**src/rtl/ser_tx_pkg.sv**
```systemverilog
package ser_tx_pkg;

  // frame shape selected by the host
  typedef struct packed {
    logic [1:0] len;      // data bits = minimum + len
    logic       par_en;
    logic       par_odd;
    logic       stop2;
  } tx_cfg_t;

endpackage

```
**src/rtl/ser_tx_frame.sv**
```systemverilog
module ser_tx_frame
  import ser_tx_pkg::*;
#(
  parameter int DATA_W = 8,
  parameter int FW     = DATA_W + 4,
  parameter int CW     = $clog2(FW + 1)
) (
  input  logic [DATA_W-1:0] data,
  input  tx_cfg_t           cfg,
  output logic [FW-1:0]     frame,
  output logic [CW-1:0]     nbits
);

  localparam int MIN_LEN = DATA_W - 3;

  logic [CW-1:0] dlen;
  logic          par;

  always_comb begin
    dlen  = CW'(MIN_LEN) + CW'(cfg.len);
    frame = '1;            // stop bits and unused tail stay high
    frame[0] = 1'b0;       // start bit
    par   = cfg.par_odd;
    for (int i = 0; i < DATA_W; i++) begin
      if (CW'(i) < dlen) begin
        frame[i+1] = data[i];
        par        = par ^ data[i];
      end
    end
    for (int j = 1; j < FW; j++) begin
      if (cfg.par_en && (CW'(j) == dlen + CW'(1))) frame[j] = par;
    end
    nbits = CW'(2) + dlen + CW'(cfg.par_en) + CW'(cfg.stop2);
  end

endmodule

```
**src/rtl/ser_tx_hold.sv**
```systemverilog
module ser_tx_hold #(
  parameter int DATA_W = 8
) (
  input  logic              clk,
  input  logic              rst_n,
  input  logic              wr_en,
  input  logic [DATA_W-1:0] wr_data,
  input  logic              take,
  output logic              full,
  output logic [DATA_W-1:0] data_q
);

  always_ff @(posedge clk or negedge rst_n) begin
    if (!rst_n) begin
      full   <= 1'b0;
      data_q <= '0;
    end else begin
      if (wr_en) begin
        full   <= 1'b1;
        data_q <= wr_data;
      end else if (take) begin
        full   <= 1'b0;
      end
    end
  end

  // a write always leaves the stage occupied
  p_write_fills_r5: assert property (@(posedge clk) disable iff (!rst_n)
    wr_en |=> full);

  // a transfer with no concurrent write empties the stage
  p_take_empties_r5: assert property (@(posedge clk) disable iff (!rst_n)
    (take && !wr_en) |=> !full);

  // the shifter only takes when something is waiting
  p_take_needs_data_r5: assert property (@(posedge clk) disable iff (!rst_n)
    take |-> full);

endmodule

```
**src/rtl/ser_tx_shift.sv**
```systemverilog
module ser_tx_shift #(
  parameter int FW = 12,
  parameter int CW = $clog2(FW + 1)
) (
  input  logic          clk,
  input  logic          rst_n,
  input  logic          bit_tick,
  input  logic          have_data,
  input  logic [FW-1:0] frame_in,
  input  logic [CW-1:0] nbits_in,
  output logic          take,
  output logic          done,
  output logic          busy,
  output logic          txd
);

  logic [FW-1:0] sh;
  logic [CW-1:0] remain;
  logic          last_bit;

  assign last_bit = busy && (remain == CW'(1));
  assign done     = bit_tick && last_bit;
  assign take     = bit_tick && have_data && (!busy || last_bit);
  assign txd      = busy ? sh[0] : 1'b1;

  always_ff @(posedge clk or negedge rst_n) begin
    if (!rst_n) begin
      sh     <= '1;
      remain <= '0;
      busy   <= 1'b0;
    end else if (take) begin
      sh     <= frame_in;
      remain <= nbits_in;
      busy   <= 1'b1;
    end else if (bit_tick && busy) begin
      sh     <= {1'b1, sh[FW-1:1]};
      remain <= remain - CW'(1);
      if (last_bit) busy <= 1'b0;
    end
  end

  // the line moves only on the edge that follows a tick
  p_line_steady_r8: assert property (@(posedge clk) disable iff (!rst_n)
    !bit_tick |=> $stable(txd));

  // a newly loaded frame opens with a low start bit
  p_start_low_r2: assert property (@(posedge clk) disable iff (!rst_n)
    take |=> (busy && !txd));

  // the final bit of any frame is a high stop bit
  p_last_high_r4: assert property (@(posedge clk) disable iff (!rst_n)
    last_bit |-> txd);

endmodule

```
**src/rtl/ser_tx_dbuf.sv**
```systemverilog
module ser_tx_dbuf
  import ser_tx_pkg::*;
#(
  parameter int DATA_W = 8
) (
  input  logic              clk,
  input  logic              rst_n,
  input  logic              wr_en,
  input  logic [DATA_W-1:0] wr_data,
  input  logic              bit_tick,
  input  logic [1:0]        cfg_len,
  input  logic              cfg_par_en,
  input  logic              cfg_par_odd,
  input  logic              cfg_stop2,
  output logic              txd,
  output logic              tbre,
  output logic              tc
);

  localparam int FW = DATA_W + 4;
  localparam int CW = $clog2(FW + 1);

  tx_cfg_t           cfg;
  logic              full;
  logic [DATA_W-1:0] hold_q;
  logic [FW-1:0]     frame;
  logic [CW-1:0]     nbits;
  logic              take;
  logic              done;
  logic              busy;

  assign cfg = '{len: cfg_len, par_en: cfg_par_en,
                 par_odd: cfg_par_odd, stop2: cfg_stop2};

  ser_tx_hold #(.DATA_W(DATA_W)) u_hold (
    .clk(clk), .rst_n(rst_n), .wr_en(wr_en), .wr_data(wr_data),
    .take(take), .full(full), .data_q(hold_q)
  );

  ser_tx_frame #(.DATA_W(DATA_W), .FW(FW), .CW(CW)) u_frame (
    .data(hold_q), .cfg(cfg), .frame(frame), .nbits(nbits)
  );

  ser_tx_shift #(.FW(FW), .CW(CW)) u_shift (
    .clk(clk), .rst_n(rst_n), .bit_tick(bit_tick), .have_data(full),
    .frame_in(frame), .nbits_in(nbits), .take(take), .done(done),
    .busy(busy), .txd(txd)
  );

  assign tbre = !full;

  always_ff @(posedge clk or negedge rst_n) begin
    if (!rst_n)                tc <= 1'b1;
    else if (wr_en)            tc <= 1'b0;
    else if (done && !take)    tc <= 1'b1;
  end

  // complete means both stages are empty
  p_tc_both_empty_r7: assert property (@(posedge clk) disable iff (!rst_n)
    tc |-> (tbre && !busy));

  // any write drops the complete flag
  p_write_clears_tc_r7: assert property (@(posedge clk) disable iff (!rst_n)
    wr_en |=> !tc);

  // with nothing waiting, ending a frame raises complete
  p_end_sets_tc_r7: assert property (@(posedge clk) disable iff (!rst_n)
    (done && !full && !wr_en) |=> tc);

endmodule

```
**config.mk**
```make
export PLATFORM = sky130hd
export DESIGN_NAME = ser_tx_dbuf
export DESIGN_NICKNAME = d
export VERILOG_FILES = /design/src/rtl/ser_tx_pkg.sv /design/src/rtl/ser_tx_frame.sv /design/src/rtl/ser_tx_hold.sv /design/src/rtl/ser_tx_shift.sv /design/src/rtl/ser_tx_dbuf.sv
export SDC_FILE = /design/constraint.sdc
export NUM_CORES = 1
export LEC_CHECK = 0
export ABC_AREA = 0
export CORE_MARGIN = 1
export CORE_UTILIZATION = 55
export CTS_CLUSTER_DIAMETER = 200
export DETAILED_ROUTE_END_ITERATION = 8
export MAX_ROUTING_LAYER = met4
export PLACE_DENSITY_LB_ADDON = 0.05
export SYNTH_ARGS = -nofsm -noshare
export SYNTH_HDL_FRONTEND = slang
export SYNTH_SLANG_ARGS = --single-unit
export TNS_END_PERCENT = 5
```
**constraint.sdc**
```tcl
create_clock -name clk -period 2.23 [get_ports clk]
set_input_delay 0.669 -clock clk [delete_from_list [all_inputs] [get_ports clk]]
set_output_delay 0.669 -clock clk [all_outputs]
set_load 0.01 [all_outputs]
```
Yosys cells after proc, flatten, opt, wreduce, memory -nomap -nowiden
Index checks and enable logic that the tools add are counted.
Storage, ports and cells
  output and inout bits: 3
  register bits after elaboration: 27
Cells by class
  bitwise gates (word level): 8
  reduce and logical (&&, ||, !) cells: 26
  add/sub/neg operators: 6
  mux-type cells: 39
  equal/unequal tests: 12
  magnitude comparators: 8
Operators by type and width (count)
  two-way mux 1 bit: 35
  two-way mux 12 bit: 2
  logical AND 1 bit: 17
  == test 3 x 4 -> 1 bit, first input constant: 4
  == test 4 bit, first input constant: 4
  less-than comparator 3 x 4 -> 1 bit, first input constant: 4
  adder 4 x 1 -> 4 bit: 2
  == test 2 x 4 -> 1 bit, first input constant: 2
  less-than comparator 1 x 4 -> 1 bit, first input constant: 2
  less-than comparator 2 x 4 -> 1 bit, first input constant: 2
  two-way mux 4 bit: 2
  nonzero test 2 bit: 4
  XOR 1 bit: 8
  adder 2 x 4 -> 4 bit, first input constant: 1
  adder 3 x 2 -> 4 bit, first input constant: 1
  adder 4 x 1 -> 4 bit, second input constant: 1
  == test 1 x 4 -> 1 bit, first input constant: 1
  == test 4 x 1 -> 1 bit, second input constant: 1
  subtractor 4 x 1 -> 4 bit, second input constant: 1
  logical NOT 1 bit: 3
  AND reduction 2 bit: 1
  logical OR 1 bit: 1

Logic depth before layout (Yosys ltp)
  depth in word-level cells: 19
  mapped depth: 9
  gate-level depth less buffers: 9

Modules after synthesis
From an unflattened synthesis, not the netlist that was laid out.
Second synthesis, totals
  cell total of the unflattened synthesis: 163
  area, all modules: 1719.1 sq um
Modules (own cells, without submodules)
  ser_tx_shift: times used 1, area each 905.9 sq um, seq. area each 440.4 sq um, cells an instance 85
  ser_tx_frame: times used 1, area each 395.4 sq um, seq. area each 0.0 sq um, cells an instance 53
  ser_tx_hold: times used 1, area each 369.1 sq um, seq. area each 225.2 sq um, cells an instance 20
  ser_tx_dbuf: times used 1, area each 48.8 sq um, seq. area each 26.3 sq um, cells an instance 5

Worst setup path before layout
OpenSTA, ideal clock, no wires.
  path kind: input -> register
  start point: in cfg_len[0]
  end point: reg u_shift.sh[7]
  library setup time: 95 ps
  buffers on the path: 0
  cell stages on the path: 9
  path slack: -92 ps
  arrival: 2227 ps
  path through: inv_1 > ha_1 > inv_1 > ha_1 > nor2b_1 > xnor2_1 > xnor3_2 > nor3b_4 > a211oi_1
On the way
  longest elaborated chain between the ends: 19
Ends and longest elaborated chain
  start, declared: RTL line ser_tx_dbuf.sv:11  | input logic [1:0] cfg_len,
  adder 3 x 2 -> 4 bit *: RTL line ser_tx_frame.sv:20  | dlen = CW'(MIN_LEN) + CW'(cfg.len);
  less-than comparator 1 x 4 -> 1 bit: RTL line ser_tx_frame.sv:25  | if (CW'(i) < dlen) begin
  two-way mux 1 bit: RTL line ser_tx_frame.sv:25
  XOR 1 bit: RTL line ser_tx_frame.sv:27  | par = par ^ data[i];
  two-way mux 1 bit: RTL line ser_tx_frame.sv:25
  XOR 1 bit: RTL line ser_tx_frame.sv:27
  two-way mux 1 bit: RTL line ser_tx_frame.sv:25
  XOR 1 bit: RTL line ser_tx_frame.sv:27
  (+3 left out)
  XOR 1 bit: RTL line ser_tx_frame.sv:27
  two-way mux 1 bit: RTL line ser_tx_frame.sv:25
  XOR 1 bit: RTL line ser_tx_frame.sv:27
  two-way mux 1 bit: RTL line ser_tx_frame.sv:25
  XOR 1 bit: RTL line ser_tx_frame.sv:27
  two-way mux 1 bit: RTL line ser_tx_frame.sv:25
  two-way mux 1 bit *: RTL line ser_tx_frame.sv:31  | if (cfg.par_en && (CW'(j) == dlen + CW'(1))) frame[j] = par;
  two-way mux 12 bit *: RTL line ser_tx_shift.sv:31  | end else if (take) begin
  end signal, assigned: RTL line ser_tx_shift.sv:32  | sh <= frame_in;
  end signal, assigned: RTL line ser_tx_shift.sv:36  | sh <= {1'b1, sh[FW-1:1]};
  end, declared: RTL line ser_tx_shift.sv:17  | logic [FW-1:0] sh;
Every way passes the cells marked *; elsewhere a longest branch is shown, timed or not.
A chain may end at the register's enable or synchronous reset.

Worst setup path after layout
  start point: reg u_shift.sh[0]
  end point: out txd
On the way
  longest elaborated chain between the ends: 1
Ends and longest elaborated chain
  two-way mux 1 bit: RTL line ser_tx_shift.sv:24  | assign txd = busy ? sh[0] : 1'b1;
  end, declared: RTL line ser_tx_dbuf.sv:15  | output logic txd,
No other way between the ends.

==> impl_metrics.py <==
metrics = {
    "place": {
        "io_buffers": 19,
        "place.gp.congestion": 0.843,
        "dp_hpwl_um": 2600,
        "placedInstanceArea_um2": 1980,
    },
    "worst_setup_path": {
        "critPathArrivalTime_ns": 1.50,
        "end_kind": "output pin",
        "cp-start-kind": "flop",
        "max_stage_delay_ns": 0.55,
        "critical_path_buf_inv_count": 1,
        "path_class": "reg2out",
        "cp_slowest_cell": "dfstp_2",
        "crit_fanout": 2,
        "required_ns": 1.56,
        "critPathTopFamily": "flip-flops",
        "crit_path_cell_trace": "nand2b_1, clkdlybuf4s50_1",
    },
    "die": {
        "die_x_um": 55.9,
        "design.core.area_um2": 2760,
        "initial_utilization_pct": 57.9,
        "rows": 19,
        "fp.dieH_um": 55.9,
        "die-area_um2": 3120,
        "ioPinCount": 20,
    },
    "timing": {
        "rsz0062_at_grt": "no",
        "fin_crit_ns": 2.17,
        "drv_slew": 0,
        "hold_ws_ns": 0.478,
        "hold_viol_final": 0,
        "setup_viol": 0,
        "finClkSkew_ns": 0.00577,
        "max_freq_mhz": 461,
        "relSlewSlack_pct": 60.3,
        "worst_pin_slew_ns": 0.594,
        "finalCritPeriodShare_pct": 97.3,
    },
    "drt": {
        "routed_wl_um": 3390,
        "ant_nets": 0,
        "drt_iter0_markers": 45,
        "vias": 1280,
        "wl_per_cell_um": 15.1,
        "avgViaCountPerCell": 5.71,
        "drt-pass1-iter-count": 4,
        "drc": 0,
    },
    "final_layout": {
        "nets": 223,
        "diodes": 0,
        "final_cell_mix": "buf_4, clkdlybuf4s50_1, nand2_1, dfstp_2, dfrtp_1",
        "utilization_pct": 73.8,
        "synthToLayoutAreaGrowth_pct": 27.3,
        "final_common_cell": "buf_4",
        "fillers": 209,
        "drive_above_1_share_pct": 32.1,
        "fin_area_um2": 2030,
    },
    "min_path": {
        "hold_class": "reg2reg",
    },
    "clock_tree": {
        "clk_path_buf_depth": 2,
        "cts_tree": "yes",
        "path_clk_slew_ns": 0.15,
        "cts.sinks": 27,
        "cts_made_buffers": 3,
        "clockRootBuffer": "clkbuf_4",
        "clock_latency_ns": 0.33,
        "ctsHoldBuffers": 0,
        "htreeDepth": 1,
    },
    "logic_synthesis": {
        "ys_warn_count": 0,
        "ys_seq_elements": 27,
        "synth_nets": 180,
        "syn-cell-area_um2": 1600,
        "synth_area_per_cell_um2": 10.6,
        "async_reset_ff_share_pct": 100,
        "synth_cells": 151,
        "synth_edf_count": 0,
        "synth-seq-area-share_pct": 43.3,
        "synth.distinct_cells": 43,
        "synth_area_leaders": "dfrtp_1, dfstp_2, ha_1",
        "synth_area_leader_cell": "dfrtp_1",
        "ys.flop_type": "dfrtp_1",
        "synth_top_area_share_pct": 21.9,
    },
    "power_and_ir_drop": {
        "p_sw_w": 0.000544,
        "p_leak_nw": 0.862,
        "vdd_drop_max_mv": 0.659,
        "sw_frac_of_total_pct": 32.6,
        "power_w": 0.00167,
        "powerDensity_nw_per_um2": 821,
        "seqPwrFrac_pct": 47.0,
        "clkPwrFrac_pct": 13.3,
        "intPower_w": 0.00113,
        "combPwrFrac_pct": 39.8,
    },
    "global_routing": {
        "grt_pass1_wl_um": 5920,
        "antenna_found_initial": 0,
        "first_global_vias": 1319,
        "track_usage_pct": 25.0,
        "grt_max_degree": 28,
        "grt_overflow": 0,
    },
    "flow_run": {
        "drv_cap": 0,
    },
    "outcome": {
        "status": "completed",
    },
}
[final timing paths]
kind / start / end / slack (ns) / depth (start not counted)
worst max-delay path: u_shift.sh[0]$_DFFE_PN1P_ / txd / 0.06 / 2
worst min-delay path: u_shift.sh[0]$_DFFE_PN1P_ / u_shift.sh[0]$_DFFE_PN1P_ / 0.48 / 2
worst max register to register: u_shift.remain[1]$_DFFE_PN0P_ / u_shift.sh[7]$_DFFE_PN1P_ / 0.16 / 6
worst min register to register: u_shift.sh[0]$_DFFE_PN1P_ / u_shift.sh[0]$_DFFE_PN1P_ / 0.48 / 2
max in group asynchronous: rst_n / u_shift.sh[8]$_DFFE_PN1P_ / 1.24 / 2
min in group asynchronous: rst_n / u_shift.remain[3]$_DFFE_PN0P_ / 0.69 / 2
[worst min-delay path, cell delays in order (launching register included)]
cell and delay [ns]:
dfstp_2 0.40, nand2_1 0.04, a21oi_1 0.06
[layer usage]
layer | track usage, % | share of wire, %
met1 | 30.2 | 44
met3 | 3.26 | 3.5
met4 | 8.71 | 2.1
met2 | 43.2 | 50
met5 | - | 0
[metrics by stage]
step | cells | setup slack (ns) | TNS (ns)
after global routing | 224 | 0.000845 | 0
after floorplan | 151 | 0.0135 | 0
after global placement | 217 | -0.427 | -3.73
after detailed placement | 217 | -0.522 | -4.67
final | 224 | 0.0601 | 0
after CTS | 223 | 0.0422 | 0
[registers in the layout (all words and copies together) (netlist names)]
signal,cells
u_hold.data_q,8
u_shift.sh,12
u_shift.remain,4
tc,1
u_hold.full,1
u_shift.busy,1
[power groups by stage]
| stage | clock [W] | sequential, W | combinational (W) |
|---|---|---|---|
| floorplan | 0 | 0.000751 | 0.000436 |
| global placement | 0 | 0.000783 | 0.000596 |
| detailed placement | 0 | 0.000793 | 0.000619 |
| CTS | 0.000228 | 0.000784 | 0.000643 |
| global route | 0.000243 | 0.000805 | 0.000735 |
| finish | 0.000221 | 0.000785 | 0.000664 |
[synth_stat cells, types with 2 or more instances]
master	count
a211oi_1	3
a21o_1	2
a21oi_1	9
a221o_1	2
a22oi_1	2
a31oi_1	2
clkbuf_1	3
dfrtp_1	14
dfstp_2	13
ha_1	11
inv_1	9
mux2_2	9
nand2_1	16
nand3_1	2
nor2_1	5
nor2b_1	2
nor3_1	2
nor3b_1	4
o21ai_0	5
o221ai_1	3
o22ai_1	4
xnor2_1	8
[logic make-up (layout without fill, tap and decap cells)]
kind of cell / after synthesis / in the layout / share of synthesized area, %
adder cells (fa/ha/maj): 12 / 12 / 9.87
flip-flops: 27 / 27 / 43.3
AO/OA/AOI/OAI: 39 / 39 / 16.8
AND/OR/NAND/NOR: 38 / 38 / 12.7
XOR/XNOR: 10 / 10 / 6.42
multiplexers: 10 / 10 / 6.97
buffers and inverters: 15 / 57 / 3.91
[layout make-up]
type                       count  area [µm²]  area share, %
inverter                       9        33.8           1.66
timing repair buffer          44         384           18.9
clock inverter                 1        7.51          0.369
multi-input combinational    109         855           42.0
clock buffer                   3        22.5           1.11
sequential                    27         693           34.1
tap                           31        38.8           1.91
[what timing repair did]
item                       CTS  global route
resized for setup            4             6
setup endpoints to repair    9             6
hold endpoints to repair     0             0
pin swaps                    2             3
buffers inserted             2             1
Power figures use the tool's default switching activity.
